===== src/rtl/pwm_pkg.sv =====
package pwm_pkg;

  typedef enum logic [3:0] {
    OP_LOAD    = 4'h1,
    OP_POL     = 4'h2,
    OP_OUT_ON  = 4'h3,
    OP_OUT_OFF = 4'h4,
    OP_RUN     = 4'h5,
    OP_HALT    = 4'h6
  } pwm_op_e;

  localparam int CH_SEL_W = 2;

  typedef struct packed {
    logic [3:0]          op;
    logic [CH_SEL_W-1:0] chan;
    logic                ctr;
    logic                arg;
  } pwm_cmd_t;

endpackage


===== src/rtl/pwm_cmd_decode.sv =====
module pwm_cmd_decode
  import pwm_pkg::*;
#(
  parameter int NCH = 4
) (
  input  logic           cmd_wr,
  input  logic [7:0]     cmd_byte,
  output logic [NCH-1:0] ld_per,
  output logic [NCH-1:0] ld_duty,
  output logic [NCH-1:0] set_pol,
  output logic [NCH-1:0] out_on,
  output logic [NCH-1:0] out_off,
  output logic [NCH-1:0] run_go,
  output logic [NCH-1:0] run_halt,
  output logic           pol_val
);

  pwm_cmd_t cmd;
  assign cmd     = pwm_cmd_t'(cmd_byte);
  assign pol_val = cmd.arg;

  always_comb begin
    ld_per   = '0;
    ld_duty  = '0;
    set_pol  = '0;
    out_on   = '0;
    out_off  = '0;
    run_go   = '0;
    run_halt = '0;
    for (int i = 0; i < NCH; i++) begin
      if (cmd_wr && cmd.chan == CH_SEL_W'(i)) begin
        case (cmd.op)
          OP_LOAD: begin
            if (cmd.ctr) ld_duty[i] = 1'b1;
            else         ld_per[i]  = 1'b1;
          end
          OP_POL:     set_pol[i]  = 1'b1;
          OP_OUT_ON:  out_on[i]   = 1'b1;
          OP_OUT_OFF: out_off[i]  = 1'b1;
          OP_RUN:     run_go[i]   = 1'b1;
          OP_HALT:    run_halt[i] = 1'b1;
          default: ;
        endcase
      end
    end
  end

endmodule


===== src/rtl/pwm_channel.sv =====
module pwm_channel #(
  parameter int CW = 24
) (
  input  logic          clk,
  input  logic          rst,
  input  logic          ld_per,
  input  logic          ld_duty,
  input  logic          set_pol,
  input  logic          pol_val,
  input  logic          out_on,
  input  logic          out_off,
  input  logic          run_go,
  input  logic          run_halt,
  input  logic [CW-1:0] load_val,
  output logic          pwm_q,
  output logic          en_q,
  output logic          pol_q,
  output logic          run_q,
  output logic [CW-1:0] per_q
);

  logic [CW-1:0] duty_q;
  logic [CW-1:0] c0_q;
  logic [CW-1:0] c1_q;
  logic          wrap;
  logic          active;

  assign wrap   = (c0_q == '0) || (c0_q == CW'(1));
  assign active = en_q && run_q && (c1_q != '0);

  always_ff @(posedge clk) begin
    if (rst) begin
      per_q  <= '0;
      duty_q <= '0;
      c0_q   <= '0;
      c1_q   <= '0;
      en_q   <= 1'b0;
      pol_q  <= 1'b1;
      run_q  <= 1'b0;
      pwm_q  <= 1'b0;
    end else begin
      if (ld_per)  per_q  <= load_val;
      if (ld_duty) duty_q <= load_val;
      if (set_pol) pol_q  <= pol_val;

      if (out_on)       en_q <= 1'b1;
      else if (out_off) en_q <= 1'b0;

      if (run_halt) begin
        run_q <= 1'b0;
      end else if (run_go) begin
        run_q <= 1'b1;
        c0_q  <= per_q;
        c1_q  <= duty_q;
      end else if (run_q) begin
        if (wrap) begin
          c0_q <= per_q;
          c1_q <= duty_q;
        end else begin
          c0_q <= c0_q - CW'(1);
          c1_q <= (c1_q != '0) ? c1_q - CW'(1) : '0;
        end
      end

      pwm_q <= active ? pol_q : ~pol_q;
    end
  end

endmodule


===== src/rtl/quad_pwm.sv =====
module quad_pwm
  import pwm_pkg::*;
#(
  parameter int NCH = 4,
  parameter int CW  = 24
) (
  input  logic           clk,
  input  logic           rst,
  input  logic           wr_en,
  input  logic           wr_addr,
  input  logic [CW-1:0]  wr_data,
  output logic [NCH-1:0] pwm_out
);

  logic [CW-1:0]          data_q;
  logic [NCH-1:0]         ld_per, ld_duty, set_pol, out_on, out_off, run_go, run_halt;
  logic                   pol_val;
  logic [NCH-1:0]         ch_en, ch_pol, ch_run;
  logic [NCH-1:0][CW-1:0] ch_per;

  always_ff @(posedge clk) begin
    if (rst)                   data_q <= '0;
    else if (wr_en && !wr_addr) data_q <= wr_data;
  end

  pwm_cmd_decode #(.NCH(NCH)) u_dec (
    .cmd_wr   (wr_en && wr_addr),
    .cmd_byte (wr_data[7:0]),
    .ld_per   (ld_per),
    .ld_duty  (ld_duty),
    .set_pol  (set_pol),
    .out_on   (out_on),
    .out_off  (out_off),
    .run_go   (run_go),
    .run_halt (run_halt),
    .pol_val  (pol_val)
  );

  for (genvar g = 0; g < NCH; g++) begin : g_ch
    pwm_channel #(.CW(CW)) u_ch (
      .clk      (clk),
      .rst      (rst),
      .ld_per   (ld_per[g]),
      .ld_duty  (ld_duty[g]),
      .set_pol  (set_pol[g]),
      .pol_val  (pol_val),
      .out_on   (out_on[g]),
      .out_off  (out_off[g]),
      .run_go   (run_go[g]),
      .run_halt (run_halt[g]),
      .load_val (data_q),
      .pwm_q    (pwm_out[g]),
      .en_q     (ch_en[g]),
      .pol_q    (ch_pol[g]),
      .run_q    (ch_run[g]),
      .per_q    (ch_per[g])
    );
  end

endmodule


===== config.mk =====
export PLATFORM = sky130hd
export DESIGN_NAME = quad_pwm
export DESIGN_NICKNAME = d
export VERILOG_FILES = /design/src/rtl/pwm_pkg.sv /design/src/rtl/pwm_cmd_decode.sv /design/src/rtl/pwm_channel.sv /design/src/rtl/quad_pwm.sv
export SDC_FILE = /design/constraint.sdc
export NUM_CORES = 1
export LEC_CHECK = 0
export BUFFER_PORTS_ARGS = -buffer_cell sky130_fd_sc_hd__buf_2
export CORE_MARGIN = 2
export CORE_UTILIZATION = 68
export CTS_BUF_LIST = sky130_fd_sc_hd__clkbuf_4
export CTS_CLUSTER_DIAMETER = 60
export DETAILED_ROUTE_END_ITERATION = 8
export HOLD_SLACK_MARGIN = 0.03
export PLACE_DENSITY = 0.84
export SYNTH_ARGS = -nofsm -noshare
export SYNTH_HDL_FRONTEND = slang
export SYNTH_SLANG_ARGS = --single-unit

===== constraint.sdc =====
create_clock -name clk -period 5.08 [get_ports clk]
set_input_delay 0.254 -clock clk [delete_from_list [all_inputs] [get_ports clk]]
set_output_delay 0.254 -clock clk [all_outputs]
set_load 0.1 [all_outputs]

==> Word level (Yosys, flattened, before mapping) <==
Index checks and enable logic that the tools add are counted.
{ "classes": {"n_eq_ne": 13, "muxes": 77, "magnitude_cmp": 0, "n_div": 0, "n_addsub": 8, "multipliers": 0, "shifts": 0, "bitwise_logic": 8, "n_reduce_logical": 44} }
{ "op_table": {"columns": ["cell", "count"], "rows": [
  ["2-to-1 mux 24 bit", 28],
  ["subtractor 24 x 1 -> 24 bit (second input constant)", 8],
  ["== test 24 x 1 -> 1 bit (second input constant)", 4],
  ["logical NOT 24 bit", 4],
  ["nonzero test 24 bit", 4],
  ["2-to-1 mux 1 bit", 49],
  ["nonzero test 2 bit", 8],
  ["logical AND 1 bit", 14],
  ["== test 4 x 3 -> 1 bit (second input constant)", 3],
  ["== test 4 x 2 -> 1 bit (second input constant)", 2],
  ["inverter 1 bit", 8],
  ["AND reduction 2 bit", 4],
  ["OR reduction 2 bit", 4],
  ["== test 2 bit (second input constant)", 2],
  ["== test 4 x 1 -> 1 bit (second input constant)", 1],
  ["logical OR 1 bit", 4],
  ["== test 2 x 1 -> 1 bit (second input constant)", 1],
  ["logical NOT 2 bit", 1],
  ["logical NOT 1 bit", 1]
]} }
{ "word_totals": {"ram_bits": 0, "ff_bits": 424, "out_inout_bits": 4, "elab_cells": 183, "n_memories": 0, "rom_bits": 0, "latch_bits": 0} }

==> Depth between registers and ports, before layout <==
Gate-level depths: netlist (run 1).
{ "depth": {"ltp_word": 5, "ltp_mapped": 10} }

==> Cells and area by module <==
A second synthesis (run 1) with hierarchy kept.
{ "unflattened": {"hier_cells": 2510, "hier_area_um2": 21793.4} }
{ "by_module_without_submodules": {"columns": ["mod", "area_each_um2", "n_inst", "cells_each"], "rows": [
  ["pwm_channel", 5061.1, 4, 589],
  ["quad_pwm", 1236.2, 1, 109],
  ["pwm_cmd_decode", 312.8, 1, 45]
]} }

==> Least setup slack after synthesis (run 1) <==
Ideal clock, no wire load.
{ "synth_path": {"kind": "flip-flop to flip-flop", "start": "reg g_ch[0].u_ch.c0_q[16]", "end": "reg g_ch[0].u_ch.c0_q[3]", "path_stages_with_launch": 8, "t_arrival_ns": 2.518, "setup_ns": 0.117, "path_buffers": 2, "path_slack_ns": 2.444, "path_cell_list": "dfxtp_1 or4_4 or4_4 o41ai_4 buf_2 buf_2 o21ai_0 a32o_1"} }
{ "synth_via": {"elab_chain_len": 5, "word_cells_on_any_way": 6} }
{ "synth_rtl": {"columns": ["item", "line_no", "rtl"], "rows": [
  ["from (decl)", "pwm_channel.sv:23", "logic [CW-1:0] c0_q;"],
  ["from (signal assigned)", "pwm_channel.sv:53", "c0_q <= per_q;"],
  ["from (signal assigned)", "pwm_channel.sv:57", "c0_q <= per_q;"],
  ["from (signal assigned)", "pwm_channel.sv:60", "c0_q <= c0_q - CW'(1);"],
  ["== test 24 x 1 -> 1 bit / logical NOT 24 bit (equally long branches)", "pwm_channel.sv:28", "assign wrap = (c0_q == '0) || (c0_q == CW'(1));"],
  ["logical OR 1 bit *", "pwm_channel.sv:28", null],
  ["2-to-1 mux 24 bit *", "pwm_channel.sv:56", "if (wrap) begin"],
  ["2-to-1 mux 24 bit *", "pwm_channel.sv:55", "end else if (run_q) begin"],
  ["2-to-1 mux 24 bit *", "pwm_channel.sv:51", "end else if (run_go) begin"]
]} }
Every way passes the cells marked *; elsewhere a longest branch is shown, timed or not. The select of a mux whose other input is x is not followed.
A chain may end at the register's enable or synchronous reset.

==> Worst setup path after layout (run 1) <==
{ "layout_path": {"start": "reg g_ch[2].u_ch.c1_q[10]", "end": "reg g_ch[2].u_ch.c1_q[21]"} }
{ "layout_via": {"elab_chain_len": 5, "word_cells_on_any_way": 6} }
{ "layout_rtl": {"columns": ["item", "line_no", "rtl"], "rows": [
  ["from (decl)", "pwm_channel.sv:24", "logic [CW-1:0] c1_q;"],
  ["from (signal assigned)", "pwm_channel.sv:54", "c1_q <= duty_q;"],
  ["from (signal assigned)", "pwm_channel.sv:58", "c1_q <= duty_q;"],
  ["from (signal assigned)", "pwm_channel.sv:61", "c1_q <= (c1_q != '0) ? c1_q - CW'(1) : '0;"],
  ["subtractor 24 x 1 -> 24 bit / nonzero test 24 bit (equally long branches)", "pwm_channel.sv:61", null],
  ["2-to-1 mux 24 bit *", "pwm_channel.sv:61", null],
  ["2-to-1 mux 24 bit *", "pwm_channel.sv:56", null],
  ["2-to-1 mux 24 bit *", "pwm_channel.sv:55", null],
  ["2-to-1 mux 24 bit *", "pwm_channel.sv:51", null]
]} }
Marked as above.

==> run summary, run 1 <==
I/O pins - 32
CP dominant cell by count - or4_1
Area of the core - 29600 sq um
Syn_nets - 2778
Worst r2r src - g_ch[2].u_ch.c1_q[10]
# H-tree levels - 3
Status - finished clean
Die Wd - 177 um
Drt pass-1 iters - 7
CP peak stage delay - 0.81 ns
DR WL/cell - 19.4 um
Worst-Skew Late Latency - 0.78 ns
Xor and xnor fraction of the mapped netlist area - 1.46%
DR iter-0 viols - 2458
Critical path class - reg2reg
Clock skew - 0.0646 ns
Cell area after synthesis - 20400 sq um
Post-Synth Simple-Gate Area - 27.2%
Critical Path, Cell by Cell - or4_1 > or4_1 > nor3_2 > nor2_1 > o21ai_2 > o22ai_1
Clock buffer depth - 3
DR DRC count - 0
Max_cap viols - 0
Post-synth ARST share - 0%
RSZ-0062 raised after global routing - no
Post-route ant nets - 0
Final Critical Period - 3.43 ns
PnR Total Power - 6.89 mW
Crit Path Max Fanout - 15
Synth Warn # - 0
Post-CTS Setup Repair Bufs - 0
Most used DFF post-synth - dfxtp_1
Seq. cell area - 8490 sq um
Syn avg cell area - 7.45 sq um
Routed vias/inst - 6.58
Crit. End Element - register
Clk slew on worst S/H paths - 0.07 ns
Placed Cells - 2957
PortBufs - 31
Worst hold start - wr_data[9]
Layout cell share with drive strength beyond 1 - 9.74%
Cells after Synth - 2734
Die footprint - 31400 sq um
Die Span Y - 177 um
Adder-cell share of the synthesized area - 0.983%
Setup crit start kind - register
Crit path from - g_ch[2].u_ch.c1_q[10]
# hold bufs at CTS - 27
Final Hold Vio Count - 0
Library cells used by synthesis - 72
Antenna violations before repair - 1
GRT Util Overall - 38.5%
Synth Area in Compound Gates - 22.6%
Max-slew headroom - 12.7%
Fillcell total - 2363
Via count - 20800
Final WL - 61500 um
Fin crit share - 67.5%
Leakage power - 7.86 nW
Vias in the first global route - 19300
Global route overflow - 0
Post-synthesis mux area share - 0.676%
Area delta synth->final - 7.87%
GPL Wtd Cong - 0.937
Pins Over Slew Limit - 0
Register bit count reported by yosys - 424
Largest net degree at the start of global routing - 211
Root buf cell - clkbuf_4
CP required - 5.68 ns
CTS sink count - 424
TritonCTS clock tree - built
Fin nets - 2745
Fin cells - 3163
Hold Crit Class - in2reg
CP arrival - 4.03 ns
Site row count - 63
FMAX - 291 MHz
First-pass GRT wire length - 97100 um
Sequential share of the synthesized area - 41.7%
Pwr Density - 314 nW/um^2
Final setup vio count - 0
Largest family of logic cells by synthesized area - simple AND/OR/NAND/NOR gates
CTS buffer count - 105
Setup TNS - 0 ns
Area of the multi-input gates - 10800 sq um
Post-detail-place hpwl - 36100 um
Worst Tran Pin Value - 1.30 ns
Peak VDD IR - 0.257 mV
Slowest cell on the critical path - nor3_2
Post-CTS resize count - 0
Initial core utilization - 68.9%
Post-synth EDFFs - 0
cell families after synthesis:
family | count (synthesis)
and+or+nand+nor | 1191
DFF | 424
adders and majority gates | 16
buffers and inverters | 284
muxes | 13
AOI/OAI and AO/OA | 772
xor gates and xnor gates | 34
layout make-up:
cell class	instances	share of cell area, %
repair buffers	86	3.00
inverters	58	0.991
diodes	2	0.0228
multi-input cells	2026	49.3
clock buffers	153	5.23
flip-flops and latches	424	38.6
clock inverters	24	0.564
well taps	390	2.22
report_power, final:
part           total (mW)  switching, mW  internal, mW
Combinational       0.667          0.458         0.209
Clock                2.81           1.39          1.42
Sequential           3.42         0.0769          3.34
Total                6.89           1.93          4.97
flip-flops by register name (all words and copies together), names as in the netlist:
name / cells
data_q: 24
g_ch.u_ch.pol_q: 4
g_ch.u_ch.c1_q: 96
g_ch.u_ch.en_q: 4
g_ch.u_ch.c0_q: 96
g_ch.u_ch.pwm_q: 4
g_ch.u_ch.run_q: 4
g_ch.u_ch.duty_q: 96
g_ch.u_ch.per_q: 96
final timing paths:
check	end	slack, ns	cells after the start
setup / recovery	g_ch[2].u_ch.c1_q[21]	1.65	6
hold / removal	data_q[9]	0.28	4
setup reg to reg	g_ch[2].u_ch.c1_q[21]	1.65	6
hold reg to reg	g_ch[1].u_ch.c0_q[15]	0.45	2
cells in the mapped netlist (all sizes together), types with 29 or more instances:
master,n,area share [%]
clkbuf,191,3.5
o21ai,164,4.0
a21oi,389,9.6
nand2,560,10
a221oi,30,1.3
nor4,77,2.5
nand3,78,1.9
dfxtp,424,42
or4,30,1.1
inv,58,1.1
o32ai,30,1.3
nor2,172,3.2
or3,29,0.89
nor3,135,3.3
buf,35,0.86
per-stage QoR:
| stage | hold WS, ns | cell area [sq um] | util [%] | setup slack, ns |
|---|---|---|---|---|
| floorplan | 0.390 | 20400 | - | 2.44 |
| global placement | 0.434 | 20400 | 69.1 | 1.72 |
| detailed placement | 0.440 | 20400 | 69.1 | 1.60 |
| CTS | 0.234 | 22000 | 74.3 | 1.71 |
| global route | 0.285 | 22000 | 74.3 | 1.48 |
| finish | 0.281 | 22000 | 74.3 | 1.65 |
cell usage in the layout, fill, tap and decap left out, types with 21 or more instances in the layout:
master,instances
a211oi_1,24
a21oi_1,388
a221oi_1,30
and2_1,24
buf_2,30
buf_4,27
clkbuf_4,153
dfxtp_1,424
dlygate4sd3_1,27
inv_1,57
nand2_1,560
nand3_1,78
nor2_1,165
nor3_1,134
nor4_1,73
o21ai_0,160
o32ai_1,30
or3_1,29
or4_1,28
xor2_1,21
critical path: cells and delay by family (launching register included):
family / cells / cell delay, ns
compound gates: 2 / 0.59
flops: 1 / 0.36
simple gates: 4 / 2.34
per-layer routing:
metal | track usage (%) | routed length (um) | part of all wire, % | vias up
li1 | - | - | - | 9701
met1 | 50.0 | 24200 | 39 | 9770
met2 | 60.2 | 27700 | 45 | 1137
met3 | 7.50 | 6500 | 11 | 198
met4 | 21.1 | 3010 | 4.9 | 0
met5 | 0 | 0 | 0 | -
Power figures use the tool's default switching activity.
==> inputs of run 2 (changes only) <==
Settings changed: CORE_UTILIZATION 68 to 59, PLACE_DENSITY 0.84 to 0.77.
Clock period 5.08 ns to 2.88 ns, I/O delays scaled along.
==> run 2 against run 1 <==
  * Global-route usage shrank 3.1 points
  * Core utilization fell by 7.0 points
  * Clock power is 84% higher
  * Critical path depth is 3 higher
  * Fmax grew 25%
  * Clock-buffer cell count rose by 4
  * Critical endpoint is now g_ch[3].u_ch.c1_q[4]
==> run summary, run 2 (synthesized netlist as in run 1, its figures left out) <==
Fillcell total - 2819
Drt pass-1 iters - 6
CP arrival - 3.44 ns
CTS sink count - 424
Layout cell share with drive strength beyond 1 - 12.2%
Commonest non-fill, non-tap cells in the layout - nand2_1 (560), dfxtp_1 (424), a21oi_1 (388)
TritonCTS clock tree - built
Post-detail-place hpwl - 38900 um
Fin nets - 2860
Commonest non-fill, non-tap cell in the layout - nand2_1
CP peak stage delay - 0.66 ns
Peak VDD IR - 0.466 mV
# H-tree levels - 3
Final Hold Vio Count - 0
Clock skew - 0.0648 ns
Vias in the first global route - 20100
Fin crit share - 95.5%
I/O pins - 32
Via count - 21200
Die footprint - 36000 sq um
Site row count - 68
Max_cap viols - 0
Largest net degree at the start of global routing - 105
Worst R2R Path Depth - 9
Post-route ant nets - 0
RSZ-0062 raised after global routing - no
First-pass GRT wire length - 103000 um
Final WL - 64700 um
Area of the core - 34300 sq um
CP dominant cell by count - or4b_2
Critical path class - reg2reg
CTS buffer count - 109
Antenna violations before repair - 1
Status - finished clean
Critical Path, Cell by Cell - inv_1 > ha_1 > or4b_2 > or4b_2 > nor2_1 > buf_4 > nor4_1 > a21oi_1 > o32ai_1
Routed vias/inst - 6.32
Die Wd - 190 um
Die Span Y - 190 um
Hold Crit Class - in2reg
DR iter-0 viols - 2218
Crit Path Max Fanout - 6
GRT Util Overall - 35.4%
Pins Over Slew Limit - 0
Area delta synth->final - 13.4%
Final Critical Period - 2.75 ns
Slowest cell on the critical path - or4b_2
Clk slew on worst S/H paths - 0.07 ns
CP required - 3.57 ns
PnR Total Power - 12.5 mW
Global route overflow - 0
Setup TNS - 0 ns
DR DRC count - 0
PortBufs - 31
GPL Wtd Cong - 0.895
Leakage power - 8.37 nW
Crit. End Element - register
Setup crit start kind - register
Worst hold slack - 0.278 ns
Pwr Density - 542 nW/um^2
DR WL/cell - 19.3 um
Final setup vio count - 0
Initial core utilization - 59.4%
FMAX - 364 MHz
Root buf cell - clkbuf_4
Worst Tran Pin Value - 1.17 ns
Max-slew headroom - 21.9%
Worst-Skew Late Latency - 0.84 ns
Worst hold path depth - 4
Clock buffer depth - 3
[run 2: power by group]
group	internal, mW	total [mW]	leakage [nW]	switching [mW]
registers	5.90	6.03	3.42	0.131
logic	0.478	1.33	4.15	0.854
clock network	2.59	5.16	0.807	2.57
[run 2: critical path, delay by kind of cell (launching register included)]
family | cells | cell delay, ns
simple gates | 4 | 1.59
buf+inv | 2 | 0.33
flops | 1 | 0.32
compound gates | 2 | 0.25
fa+ha+maj | 1 | 0.15
[run 2: what timing repair did]
action | 4_1_cts | 5_1_grt
hold buffers | 62 | 0
endpoints found under the hold margin | 102 | 0
setup buffers | 0 | 2
setup endpoints to repair | 0 | 31
resized for setup | 0 | 3
[run 2: area by class of cell]
type,count,area [sq um],area share [%]
Multi-Input combinational cell,2026,10800,46.9
Sequential cell,424,8490,36.8
Timing Repair Buffer,197,1630,7.07
Clock buffer,157,1180,5.10
Tap cell,455,569,2.47
Inverter,58,218,0.943
Clock inverter,34,175,0.759
Antenna cell,1,2.50,0.0108
[run 2: layer usage]
layer,vias up,track usage [%],share of wire [%]
li1,9948,-,-
met1,9945,44.3,39
met2,1079,56.4,45
met3,228,7.82,10
met4,0,20.6,5.2
met5,-,0,0
[run 2: stage by stage]
| stage | utilization, % | cells | cell area, sq um | setup slack, ns |
|---|---|---|---|---|
| after global placement | 61.5 | 3096 | 21100 | 0.137 |
| after global routing | 67.3 | 3352 | 23100 | 0.00590 |
| after floorplan | - | 2734 | 20400 | 0.244 |
| after CTS | 67.3 | 3349 | 23100 | 0.0896 |
| final | 67.3 | 3352 | 23100 | 0.129 |
| after detailed placement | 61.5 | 3096 | 21100 | 0.0961 |
[run 2: path summary, 6_finish.rpt]
path	slack, ns	start	endpoint
worst max register to register	0.13	g_ch[3].u_ch.c1_q[0]	g_ch[3].u_ch.c1_q[4]
worst min-delay path	0.28	wr_data[2]	data_q[2]
worst max-delay path	0.13	g_ch[3].u_ch.c1_q[0]	g_ch[3].u_ch.c1_q[4]
worst min register to register	0.45	g_ch[1].u_ch.c0_q[14]	g_ch[1].u_ch.c0_q[14]
